File: src/rtl/walker_pkg.sv
package walker_pkg;

   localparam logic [7:0] OP_COLWIN  = 8'h15;
   localparam logic [7:0] OP_PAGEWIN = 8'h75;
   localparam logic [7:0] OP_SCAN    = 8'hBC;
   localparam logic [7:0] OP_WRITE   = 8'h5C;
   localparam logic [7:0] OP_READ    = 8'h5D;

   typedef enum logic [1:0] {
      M_IDLE  = 2'd0,
      M_PARAM = 2'd1,
      M_WRITE = 2'd2,
      M_READ  = 2'd3
   } mode_e;

   // bit3 reversed walk, bit2 page-first, bit1 mirror column, bit0 mirror page
   typedef struct packed {
      logic inv_walk;
      logic page_first;
      logic mir_col;
      logic mir_page;
   } scan_t;

   function automatic logic [1:0] param_count(input logic [7:0] op);
      case (op)
         OP_COLWIN, OP_PAGEWIN: return 2'd2;
         OP_SCAN:               return 2'd3;
         default:               return 2'd0;
      endcase
   endfunction

endpackage

File: src/rtl/walker_cmd.sv
module walker_cmd
   import walker_pkg::*;
#(
   parameter int COL_MAX  = 32,
   parameter int PAGE_MAX = 129,
   parameter int CW       = 6,
   parameter int PW       = 8
) (
   input  logic          clk,
   input  logic          rst_n,
   input  logic          in_valid,
   input  logic          in_dc,
   input  logic [7:0]    in_byte,
   output logic [CW-1:0] col_lo,
   output logic [CW-1:0] col_hi,
   output logic [PW-1:0] pg_lo,
   output logic [PW-1:0] pg_hi,
   output scan_t         scan,
   output mode_e         mode,
   output logic          load,
   output logic          wr_fire
);

   mode_e         mode_q;
   logic [7:0]    op_q;
   logic [1:0]    idx_q;
   logic [7:0]    stage_q;
   logic [CW-1:0] col_lo_q, col_hi_q;
   logic [PW-1:0] pg_lo_q, pg_hi_q;
   scan_t         scan_q;
   logic          load_q;
   logic          is_cmd, is_dat, last_param;

   function automatic logic [CW-1:0] sat_col(input logic [7:0] b);
      if (int'(b) > COL_MAX) return CW'(COL_MAX);
      return CW'(b);
   endfunction

   function automatic logic [PW-1:0] sat_page(input logic [7:0] b);
      if (int'(b) > PAGE_MAX) return PW'(PAGE_MAX);
      return PW'(b);
   endfunction

   always_comb begin
      is_cmd     = in_valid & ~in_dc;
      is_dat     = in_valid & in_dc;
      last_param = (idx_q == (param_count(op_q) - 2'd1));
      wr_fire    = is_dat & (mode_q == M_WRITE);
   end

   always_ff @(posedge clk) begin
      if (!rst_n) begin
         mode_q   <= M_IDLE;
         op_q     <= 8'h00;
         idx_q    <= 2'd0;
         stage_q  <= 8'h00;
         col_lo_q <= '0;
         col_hi_q <= '0;
         pg_lo_q  <= '0;
         pg_hi_q  <= '0;
         scan_q   <= '0;
         load_q   <= 1'b0;
      end else begin
         load_q <= 1'b0;
         if (is_cmd) begin
            op_q  <= in_byte;
            idx_q <= 2'd0;
            if (param_count(in_byte) != 2'd0) begin
               mode_q <= M_PARAM;
            end else if (in_byte == OP_WRITE) begin
               mode_q <= M_WRITE;
               load_q <= 1'b1;
            end else if (in_byte == OP_READ) begin
               mode_q <= M_READ;
               load_q <= 1'b1;
            end else begin
               mode_q <= M_IDLE;
            end
         end else if (is_dat && mode_q == M_PARAM) begin
            if (idx_q == 2'd0) stage_q <= in_byte;
            if (last_param) begin
               case (op_q)
                  OP_COLWIN: begin
                     col_lo_q <= sat_col(stage_q);
                     col_hi_q <= sat_col(in_byte);
                  end
                  OP_PAGEWIN: begin
                     pg_lo_q <= sat_page(stage_q);
                     pg_hi_q <= sat_page(in_byte);
                  end
                  OP_SCAN:  scan_q <= scan_t'(stage_q[3:0]);
                  default:  ;
               endcase
               mode_q <= M_IDLE;
               load_q <= 1'b1;
            end else begin
               idx_q <= idx_q + 2'd1;
            end
         end
      end
   end

   assign col_lo = col_lo_q;
   assign col_hi = col_hi_q;
   assign pg_lo  = pg_lo_q;
   assign pg_hi  = pg_hi_q;
   assign scan   = scan_q;
   assign mode   = mode_q;
   assign load   = load_q;

   // saturated window registers stay within the legal ranges
   a_r2_col_limit: assert property (@(posedge clk) disable iff (!rst_n)
      (int'(col_lo_q) <= COL_MAX) && (int'(col_hi_q) <= COL_MAX));
   a_r2_page_limit: assert property (@(posedge clk) disable iff (!rst_n)
      (int'(pg_lo_q) <= PAGE_MAX) && (int'(pg_hi_q) <= PAGE_MAX));
   // a reload pulse only follows a byte that was sampled
   a_r11_load_cause: assert property (@(posedge clk) disable iff (!rst_n)
      load_q |-> $past(in_valid));

endmodule

File: src/rtl/walker_axis.sv
module walker_axis #(
   parameter int W = 6
) (
   input  logic         clk,
   input  logic         rst_n,
   input  logic [W-1:0] lo,
   input  logic [W-1:0] hi,
   input  logic         inv,
   input  logic         load,
   input  logic         step,
   output logic [W-1:0] cur,
   output logic         at_last
);

   logic [W-1:0] pos_q, hi_eff, first, lastv, nxt;

   always_comb begin
      hi_eff  = (hi < lo) ? lo : hi;
      first   = inv ? hi_eff : lo;
      lastv   = inv ? lo : hi_eff;
      cur     = load ? first : pos_q;
      at_last = (cur == lastv);
      if (at_last)  nxt = first;
      else if (inv) nxt = cur - W'(1);
      else          nxt = cur + W'(1);
   end

   always_ff @(posedge clk) begin
      if (!rst_n) pos_q <= '0;
      else        pos_q <= step ? nxt : cur;
   end

   // the pointer never leaves the clamped window
   a_r8_in_window: assert property (@(posedge clk) disable iff (!rst_n)
      (cur >= lo) && (cur <= hi_eff));
   // stepping off the last value returns to the origin value
   a_r4_wrap: assert property (@(posedge clk) disable iff (!rst_n)
      (step && at_last) |=> (load || cur == $past(first)));
   // an inner step moves by one in the selected direction
   a_r7_unit_step: assert property (@(posedge clk) disable iff (!rst_n)
      (step && !at_last) |=>
         (load || cur == ($past(inv) ? $past(cur) - W'(1) : $past(cur) + W'(1))));

endmodule

File: src/rtl/walker_map.sv
module walker_map #(
   parameter int COL_MAX  = 32,
   parameter int PAGE_MAX = 129,
   parameter int CW       = 6,
   parameter int PW       = 8,
   parameter int AW       = 13
) (
   input  logic [CW-1:0] col,
   input  logic [PW-1:0] pg,
   input  logic          mir_col,
   input  logic          mir_page,
   output logic [AW-1:0] addr
);

   localparam int NCOL  = COL_MAX + 1;
   localparam int NPAGE = PAGE_MAX + 1;

   logic [CW-1:0] pc;
   logic [PW-1:0] pp;

   always_comb begin
      pc = mir_col  ? (CW'(COL_MAX)  - col) : col;
      pp = mir_page ? (PW'(PAGE_MAX) - pg)  : pg;
   end

   generate
      if ((NCOL & (NCOL - 1)) == 0) begin : g_pow2
         // row pitch is a power of two: concatenate instead of multiplying
         assign addr = AW'({pp, pc});
      end else begin : g_mult
         assign addr = AW'(pp) * AW'(NCOL) + AW'(pc);
      end
   endgenerate

   // every produced address lies inside the frame memory
   always_comb begin
      a_r4_addr_range: assert (int'(addr) < NCOL * NPAGE);
   end

endmodule

File: src/rtl/disp_ram_walker.sv
module disp_ram_walker
   import walker_pkg::*;
#(
   parameter int COL_MAX  = 32,
   parameter int PAGE_MAX = 129,
   localparam int CW      = $clog2(COL_MAX + 1),
   localparam int PW      = $clog2(PAGE_MAX + 1),
   localparam int AW      = $clog2((COL_MAX + 1) * (PAGE_MAX + 1))
) (
   input  logic          clk,
   input  logic          rst_n,
   input  logic          in_valid,
   input  logic          in_dc,
   input  logic [7:0]    in_byte,
   input  logic          rd_req,
   output logic          rd_valid,
   output logic [7:0]    rd_byte,
   output logic [AW-1:0] ram_addr,
   output logic          ram_we,
   output logic [7:0]    ram_wdata,
   output logic          ram_re,
   input  logic [7:0]    ram_rdata
);

   generate
      if (COL_MAX < 1 || COL_MAX > 255) begin : g_bad_col
         $error("COL_MAX must lie in 1..255");
      end
      if (PAGE_MAX < 1 || PAGE_MAX > 255) begin : g_bad_page
         $error("PAGE_MAX must lie in 1..255");
      end
   endgenerate

   logic [CW-1:0] col_lo, col_hi, col_cur;
   logic [PW-1:0] pg_lo, pg_hi, pg_cur;
   scan_t         scan;
   mode_e         mode;
   logic          load, wr_fire;
   logic          col_last, pg_last, col_step, pg_step;
   logic [AW-1:0] map_addr;

   walker_cmd #(.COL_MAX(COL_MAX), .PAGE_MAX(PAGE_MAX), .CW(CW), .PW(PW)) u_cmd (
      .clk(clk), .rst_n(rst_n), .in_valid(in_valid), .in_dc(in_dc), .in_byte(in_byte),
      .col_lo(col_lo), .col_hi(col_hi), .pg_lo(pg_lo), .pg_hi(pg_hi),
      .scan(scan), .mode(mode), .load(load), .wr_fire(wr_fire)
   );

   // read-stream sequencing
   logic dummy_q, half_q, dummy_eff, half_eff;
   logic rd_ok, adv;
   logic rv1_q, rdum1_q, rd_valid_q, rdum2_q;
   logic ram_we_q, ram_re_q;
   logic [7:0] wdata_q;
   logic [AW-1:0] addr_q;

   always_comb begin
      dummy_eff = load ? 1'b1 : dummy_q;
      half_eff  = load ? 1'b0 : half_q;
      rd_ok     = rd_req & (mode == M_READ) & ~(in_valid & ~in_dc);
      adv       = wr_fire | (rd_ok & ~dummy_eff & half_eff);
      if (scan.page_first) begin
         pg_step  = adv;
         col_step = adv & pg_last;
      end else begin
         col_step = adv;
         pg_step  = adv & col_last;
      end
   end

   walker_axis #(.W(CW)) u_col (
      .clk(clk), .rst_n(rst_n), .lo(col_lo), .hi(col_hi), .inv(scan.inv_walk),
      .load(load), .step(col_step), .cur(col_cur), .at_last(col_last)
   );

   walker_axis #(.W(PW)) u_page (
      .clk(clk), .rst_n(rst_n), .lo(pg_lo), .hi(pg_hi), .inv(scan.inv_walk),
      .load(load), .step(pg_step), .cur(pg_cur), .at_last(pg_last)
   );

   walker_map #(.COL_MAX(COL_MAX), .PAGE_MAX(PAGE_MAX), .CW(CW), .PW(PW), .AW(AW)) u_map (
      .col(col_cur), .pg(pg_cur), .mir_col(scan.mir_col), .mir_page(scan.mir_page),
      .addr(map_addr)
   );

   always_ff @(posedge clk) begin
      if (!rst_n) begin
         ram_we_q   <= 1'b0;
         ram_re_q   <= 1'b0;
         wdata_q    <= 8'h00;
         addr_q     <= '0;
         dummy_q    <= 1'b1;
         half_q     <= 1'b0;
         rv1_q      <= 1'b0;
         rdum1_q    <= 1'b0;
         rd_valid_q <= 1'b0;
         rdum2_q    <= 1'b0;
      end else begin
         ram_we_q <= wr_fire;
         if (wr_fire)         wdata_q <= in_byte;
         if (wr_fire | rd_ok) addr_q  <= map_addr;
         ram_re_q   <= rd_ok & ~dummy_eff;
         rv1_q      <= rd_ok;
         rdum1_q    <= rd_ok & dummy_eff;
         rd_valid_q <= rv1_q;
         rdum2_q    <= rdum1_q;
         dummy_q    <= rd_ok ? 1'b0 : dummy_eff;
         half_q     <= (rd_ok & ~dummy_eff) ? ~half_eff : half_eff;
      end
   end

   assign ram_we    = ram_we_q;
   assign ram_re    = ram_re_q;
   assign ram_wdata = wdata_q;
   assign ram_addr  = addr_q;
   assign rd_valid  = rd_valid_q;
   assign rd_byte   = rdum2_q ? 8'h00 : ram_rdata;

   // a write strobe only follows a sampled data byte
   a_r3_we_from_data: assert property (@(posedge clk) disable iff (!rst_n)
      ram_we |-> $past(in_valid && in_dc));
   // RAM write and RAM read never overlap
   a_r10_strobe_excl: assert property (@(posedge clk) disable iff (!rst_n)
      !(ram_we && ram_re));
   // a real read byte is preceded by a RAM read
   a_r9_real_after_read: assert property (@(posedge clk) disable iff (!rst_n)
      (rd_valid && !rdum2_q) |-> $past(ram_re));
   // the dummy byte costs no RAM access
   a_r9_dummy_quiet: assert property (@(posedge clk) disable iff (!rst_n)
      (rd_valid && rdum2_q) |-> !$past(ram_re));

endmodule

File: config.mk
export PLATFORM = sky130hd
export DESIGN_NAME = disp_ram_walker
export DESIGN_NICKNAME = d
export VERILOG_FILES = /design/src/rtl/walker_pkg.sv /design/src/rtl/walker_cmd.sv /design/src/rtl/walker_axis.sv /design/src/rtl/walker_map.sv /design/src/rtl/disp_ram_walker.sv
export SDC_FILE = /design/constraint.sdc
export NUM_CORES = 1
export LEC_CHECK = 0
export ABC_AREA = 1
export BUFFER_PORTS_ARGS = -buffer_cell sky130_fd_sc_hd__buf_4
export CORE_MARGIN = 1
export CORE_UTILIZATION = 40
export DETAILED_ROUTE_END_ITERATION = 8
export PLACE_DENSITY = 0.63
export SYNTH_ARGS = -nofsm -noshare
export SYNTH_HDL_FRONTEND = slang
export SYNTH_SLANG_ARGS = --single-unit
File: constraint.sdc
create_clock -name clk -period 3.9 [get_ports clk]
set_input_delay 0.195 -clock clk [delete_from_list [all_inputs] [get_ports clk]]
set_output_delay 0.195 -clock clk [all_outputs]
set_load 0.005 [all_outputs]
==> summary.md, run 1 <==
| Metric | Value |
|---|---|
| Status | complete, but fails checks |
| Failing checks | negative setup slack |
| Maximum fanout along the worst path | 5 |
| Slew @ Worst Pin | 0.682 ns |
| Worst Skew | 0.0120 ns |
| Sw Pwr | 0.553 mW |
| Setup TNS | -0.376 ns |
| Overall power | 2.05 mW |
| Max clock buf depth | 2 |
| Via Count | 7314 |
| Die area | 17500 µm² |
| Synthesized area | 6810 µm² |
| Nets@finish | 1274 |
| Number of synthesized flops with an enable pin | 0 |
| Mapped Cells | 1015 |
| DR iter-0 viols | 440 |
| Die H | 132 µm |
| Vias in the first global route | 6991 |
| Pre-CTS setup slack | -0.271 ns |
| Most used flip-flop cell after synthesis | dfxtp_1 |
| Fin crit period | 4.06 ns |
| CP Class | reg2reg |
| Pwr dens | 210 nW/µm² |
| Commonest non-fill, non-tap cell in the layout | nand2_1 |
| Remaining antenna violation count | 0 |
| Largest net degree at the start of global routing | 63 |
| Gr busiest metal | met2 |
| Critical-path top delay cell | dfxtp_2 |
| Syn_area_per_cell | 6.71 µm² |
| Crit path DAT | 4.33 ns |
| DR WL/cell | 14.1 µm |
| CTS Buf Count | 9 |
| Cell family with most CP delay | simple AND/OR/NAND/NOR gates |
| Critical path's largest stage delay | 0.33 ns |
| Placed wire-length estimate | 13700 µm |
| IO Port Bufs | 52 |
| Post-synthesis sequential area ratio | 28.2% |
| Slew HR | 53.9% |
| Die X | 132 µm |
| Final Hold Viols | 0 |
| Fin Hold WS | 0.139 ns |
| YS warnings | 0 |
| F_max | 246 MHz |
| Startpoint types | flip-flop |
| Global Route met3 Usage | 3.41% |
| Max VDD drop | 0.225 mV |
| CP Capture Type | flip-flop |
| Asr flop ratio synth | 0% |
| IO Pins | 53 |
| Leak | 4.68 nW |
| ANT cells | 0 |
| Final wirelength | 20100 µm |
| DRC | 0 |
| CTS tree | built |
| Core Rows | 47 |
| Vias/cell | 5.13 |
| Sw Ratio | 27.0% |
| Area grow syn2layout | 43.2% |
| Distinct cell type count after synthesis | 47 |
| Met1 usage | 28.5% |
| Total track usage | 23.3% |
| First-pass GRT wire length | 33200 µm |
| Crit share post-route | 104% |
| CP most frequent cell | nand2_1 |
| Worst endpoint required time | 4.17 ns |
| Htree depth | 3 |
| Seq pwr share | 48.3% |
| Clock share of power | 47.1% |
| CTS root buffer | clkbuf_16 |
| Final setup violation count | 5 |
| Share of layout cells above drive strength 1 | 33.6% |
| Internal power | 1.49 mW |
| Global route overflow | 0 |
| Buf/Inv on CP | 5 |
| Final GP Congestion | 0.877 |
| Number of synthesized register bits | 96 |
| Core Region | 16600 µm² |
| Commonest cells after routing, fill and taps aside | nand2_1, buf_4, inv_1 |
| Logic pwr share | 4.5% |
| M2 GR Usage | 41.4% |
| Worst-path clk slew | 0.09 ns |
| Unrepaired setup endpoints after global routing | yes |
| Final slew viol count | 0 |
| Starting Density | 41.0% |
| PnR worst setup slack | -0.159 ns |
| Total of max-cap violations | 0 |
| DRT Pass-1 Iters | 5 |
| Syn nets | 1089 |
| Initial antenna violation count | 0 |
| Worst Hold Class | in2reg |
| Clock latency on the worst-skew pair | 0.37 ns |
| Clk sinks | 96 |
## kinds of logic after synthesis
logic type      after synthesis  share of synthesized area, %
fa+ha+maj                    53                          10.1
simple gates                463                          31.6
xor+xnor                     23                          2.96
flops                        96                          28.2
compound gates              200                          16.7
buf+inv                     180                          10.5
## cell type report
cell class | instances | area [µm²]
flip-flops and latches | 96 | 1940
clock inverters | 7 | 104
fillers | 1513 | 6840
well taps | 220 | 275
clock buffers | 9 | 225
repair buffers | 206 | 1660
multi-input cells | 739 | 4980
inverters | 148 | 564
## worst paths after layout
kind	start	endpoint	slack, ns	depth (start not counted)
worst min-delay path	in_byte[6]	u_cmd.stage_q[6]	0.14	3
worst min register to register	rv1_q	rd_valid	0.42	2
worst max-delay path	u_cmd.col_lo[1]	ram_addr[12]	-0.16	32
worst max register to register	u_cmd.col_lo[1]	ram_addr[12]	-0.16	32
## worst reg2reg max path: cells and delay by family (launching register included)
family,cells,cell delay (ns)
buffers and inverters,5,0.31
xor gates and xnor gates,1,0.13
DFF,1,0.33
and+or+nand+nor,17,1.50
adders and majority gates,3,0.68
AOI/OAI and AO/OA,6,1.01
## sequential cells by signal, indices dropped and copies added, names as in the netlist, 8 cells and up
| name | count |
|---|---|
| ram_addr | 13 |
| ram_wdata | 8 |
| u_cmd.op_q | 8 |
| u_cmd.pg_hi | 8 |
| u_cmd.pg_lo | 8 |
| u_cmd.stage_q | 8 |
| u_page.pos_q | 8 |
## cell usage after synthesis (3+ instances only)
| master | number | area share (%) |
|---|---|---|
| xor2_1 | 14 | 1.8 |
| nand3_2 | 11 | 1.6 |
| o21ai_0 | 64 | 4.7 |
| or2_2 | 14 | 1.3 |
| inv_2 | 5 | 0.28 |
| inv_1 | 137 | 7.6 |
| o21bai_1 | 8 | 0.88 |
| fa_1 | 3 | 0.88 |
| nor3_1 | 5 | 0.37 |
| nand3b_1 | 3 | 0.33 |
| a31oi_1 | 5 | 0.46 |
| xnor2_1 | 9 | 1.2 |
| nand2_1 | 217 | 12 |
| a211oi_1 | 18 | 2.0 |
| a21oi_1 | 83 | 6.1 |
| ha_1 | 50 | 9.2 |
| clkbuf_1 | 22 | 1.2 |
| nand2_2 | 21 | 1.9 |
| nand3_1 | 91 | 6.7 |
| o21ai_1 | 4 | 0.29 |
| nand2_4 | 5 | 0.83 |
| buf_4 | 4 | 0.44 |
| dfxtp_1 | 96 | 28 |
| nand4_1 | 15 | 1.4 |
| clkinv_1 | 4 | 0.22 |
| nor4_1 | 4 | 0.37 |
| nor2_1 | 73 | 4.0 |
| o21a_1 | 3 | 0.33 |
## what timing repair did
action	CTS	global route
buffers inserted	45	35
gates resized for setup	65	77
endpoints found under the setup margin	6	9
pin swaps	61	63
hold buffers	0	0
hold endpoints to repair	0	0
## per-layer routing
metal	wire, µm	vias up
met4	348	0
met2	10100	181
met5	0	-
li1	-	3708
met1	8880	3392
met3	846	33
## power groups by stage
stage	clock network [mW]	logic [mW]	registers, mW
finish	0.965	0.0930	0.989
global placement	0	0.0895	1.01
CTS	0.988	0.0918	0.988
detailed placement	0	0.0903	1.01
floorplan	0	0.0461	1.01
global route	1.02	0.104	0.990
## through the flow
stage          area (µm²)  instances  util (%)
4_1_cts              9310       1414      56.1
5_1_grt              9750       1425      58.8
3_3_place_gp         8280       1353      49.9
3_5_place_dp         8280       1353      49.9
6_report             9750       1425      58.8
2_1_floorplan        6990       1015         -
No activity file was read; power rests on OpenSTA's default activity.
==> inputs of run 2 (changes only) <==
--- a/config.mk
+++ b/config.mk
@@ -5,12 +5,10 @@
 export SDC_FILE = /design/constraint.sdc
 export NUM_CORES = 1
 export LEC_CHECK = 0
-export ABC_AREA = 1
 export BUFFER_PORTS_ARGS = -buffer_cell sky130_fd_sc_hd__buf_4
 export CORE_MARGIN = 1
 export CORE_UTILIZATION = 40
 export DETAILED_ROUTE_END_ITERATION = 8
-export PLACE_DENSITY = 0.63
 export SYNTH_ARGS = -nofsm -noshare
 export SYNTH_HDL_FRONTEND = slang
 export SYNTH_SLANG_ARGS = --single-unit
==> summary.md, run 2 <==
| Metric | Value |
|---|---|
| Maximum fanout along the worst path | 7 |
| DR WL/cell | 16.3 µm |
| Die area | 17300 µm² |
| Placed wire-length estimate | 14500 µm |
| Syn nets | 913 |
| Top-count cell post-synth | nand2_1 |
| Final GP Congestion | 0.872 |
| Nets@finish | 1070 |
| Number of synthesized flops with an enable pin | 0 |
| IO Port Bufs | 52 |
| Buf/Inv on CP | 2 |
| Slew HR | 49.1% |
| Total track usage | 23.3% |
| Htree depth | 3 |
| Slew @ Worst Pin | 0.760 ns |
| ANT cells | 0 |
| Largest register FFs | 13 |
| Total of max-cap violations | 0 |
| Leak | 3.94 nW |
| Mapped Cells | 839 |
| Clk sinks | 96 |
| Max clock buf depth | 2 |
| Reg2reg end | ram_addr[12] |
| Max VDD drop | 0.255 mV |
| CP most frequent cell | ha_4 |
| Clock latency on the worst-skew pair | 0.36 ns |
| Asr flop ratio synth | 0% |
| CTS root buffer | clkbuf_16 |
| F_max | 230 MHz |
| CP Class | reg2reg |
| Area contributors post-synth | dfxtp_1, ha_1, nand2_1, a21oi_1, xnor2_1 |
| PnR worst setup slack | -0.449 ns |
| Setup crit end | ram_addr[12] |
| Pre-CTS setup slack | -0.655 ns |
| Cell area after layout | 9240 µm² |
| Area grow syn2layout | 37.4% |
| Via Count | 6525 |
| Final wirelength | 19900 µm |
| CTS Buf Count | 9 |
| Distinct cell type count after synthesis | 76 |
| Status | complete, but fails checks |
| Largest net degree at the start of global routing | 38 |
| Leading area contributor after synthesis | dfxtp_1 |
| Vias/cell | 5.35 |
| IO Pins | 53 |
| DRT Pass-1 Iters | 5 |
| Cell family with most CP delay | compound AO/OA/AOI/OAI gates |
| Vias in the first global route | 6227 |
| Final Hold Viols | 0 |
| Share of layout cells above drive strength 1 | 32.8% |
| Post-synthesis sequential area ratio | 28.6% |
| Path depth of the worst reg2reg path | 20 |
| # hold bufs at CTS | 0 |
| Commonest non-fill, non-tap cell in the layout | buf_4 |
| Worst-path clk slew | 0.07 ns |
| Starting Density | 40.7% |
| CP Capture Type | flip-flop |
| Crit share post-route | 112% |
| Remaining antenna violation count | 0 |
| Setup TNS | -1.98 ns |
| Worst setup startpoint | u_cmd.pg_lo[7] |
| Fin crit period | 4.35 ns |
| Worst R2R Start | u_cmd.pg_lo[7] |
| First-pass GRT wire length | 32100 µm |
| Die X | 132 µm |
| Most used flip-flop cell after synthesis | dfxtp_1 |
| Critical-path top delay cell | o31a_4 |
| Critical path cell sequence | inv_2 > ha_4 > nand4_1 > o31a_4 > o21ai_4 > a31o_4 > ha_4 > nand4bb_1 > nor3_2 > xnor2_1 > inv_1 > ha_1 > ha_1 > ha_4 > ha_4 > a31o_2 > a21oi_2 > o21bai_1 > a211o_1 > nand3_1 |
| Worst Skew | 0.00805 ns |
| Syn_area_per_cell | 8.02 µm² |
| Initial antenna violation count | 0 |
| Final slew viol count | 0 |
| Global route overflow | 0 |
| Commonest cells post-synth | nand2_1, dfxtp_1, a21oi_1, nor2_1, ha_1 |
| Critical path's largest stage delay | 0.45 ns |
| Pwr dens | 214 nW/µm² |
| Cell count along the critical path | 20 |
| Core Region | 16500 µm² |
| Die H | 132 µm |
| Placed inst area | 8240 µm² |
| R2r setup slk | -0.45 ns |
| YS warnings | 0 |
| Worst endpoint required time | 4.21 ns |
| Startpoint types | flip-flop |
| DRC | 0 |
| DR iter-0 viols | 408 |
| Synth top area share | 28.6% |
| Crit path DAT | 4.65 ns |
| Commonest cells after routing, fill and taps aside | buf_4, nand2_1, dfxtp_1 |
| Worst Hold Class | in2reg |
| CTS tree | built |
| Number of synthesized register bits | 96 |
| # fillers | 1493 |
| Unrepaired setup endpoints after global routing | yes |
| Synthesized area | 6730 µm² |
| Core Rows | 47 |
| Final core utilization | 55.9% |
| Final setup violation count | 7 |
| Failing checks | negative setup slack |
[run 2: cell count changes after synthesis, moves of 19 or more]
cell     change
inv_1      -110
nand2_1     -97
nand3_1     -58
o21ai_0     -36
xnor2_1     +29
mux2i_1     +26
nand2_2     -21
nor2b_1     +19
nor3_1      +19
[run 2: worst min path at each step]
| stage | end | from | slack [ns] | cells past startpoint |
|---|---|---|---|---|
| finish | u_cmd.op_q[4] | in_byte[4] | 0.13 | 3 |
| global route | u_cmd.op_q[4] | in_byte[4] | 0.13 | 3 |
| CTS | u_cmd.op_q[4] | in_byte[4] | 0.12 | 3 |
| detailed placement | rdum2_q | rdum1_q | 0.43 | 1 |
| global placement | rdum2_q | rdum1_q | 0.41 | 1 |
| floorplan | u_cmd.op_q[4] | in_byte[4] | 0.33 | 2 |
[run 2: what timing repair did]
item,4_1_cts,5_1_grt
setup buffers,11,11
pin swaps,36,42
resized for setup,44,44
endpoints found under the setup margin,8,10
[run 2: final cells by class]
type	count	area (µm²)	area share, %
tap	220	275	2.98
clock inverter	5	37.5	0.406
inverter	29	111	1.21
clock buffer	10	250	2.71
timing repair buffer	195	1490	16.1
sequential	96	1940	21.0
multi-input combinational	665	5140	55.6
[run 2: layer usage]
layer  vias to the layer above  wire length [µm]  global-route usage [%]
li1                       3290                 -                       -
met1                      3084              9310                    31.4
met2                       128              9620                    38.3
met3                        23               671                    2.62
met4                         0               321                    8.07
met5                         -                 0                       0
[run 2: worst register-to-register path: stages, from the launching register on]
cell	delay, ns
dfxtp_2	0.33
inv_2	0.05
ha_4	0.27
nand4_1	0.15
o31a_4	0.45
o21ai_4	0.18
a31o_4	0.20
ha_4	0.16
nand4bb_1	0.13
nor3_2	0.24
xnor2_1	0.17
inv_1	0.11
ha_1	0.22
ha_1	0.32
ha_4	0.26
ha_4	0.25
a31o_2	0.25
a21oi_2	0.15
o21bai_1	0.11
a211o_1	0.26
nand3_1	0.06
[run 2: report_power, final]
part	total (mW)	switching, mW	internal (mW)
sequential	0.988	0.00461	0.983
combinational	0.0944	0.0576	0.0368
clock	0.896	0.423	0.473
total	1.98	0.486	1.49
[run 2: kinds of logic after synthesis]
| kind of cell | synth area share, % |
|---|---|
| and+or+nand+nor | 23.4 |
| AOI/OAI and AO/OA | 21.3 |
| DFF | 28.6 |
| buffers and inverters | 4.69 |
| xor gates and xnor gates | 7.79 |
| adders and majority gates | 10.2 |
| muxes | 4.04 |
[run 2: through the flow]
| stage | hold slack (ns) | power [mW] | std cells |
|---|---|---|---|
| after floorplan | 0.331 | 1.06 | 839 |
| after global placement | 0.414 | 1.10 | 1184 |
| after detailed placement | 0.425 | 1.10 | 1184 |
| after global routing | 0.125 | 2.04 | 1220 |
| final | 0.128 | 1.98 | 1220 |
| after CTS | 0.120 | 1.99 | 1209 |
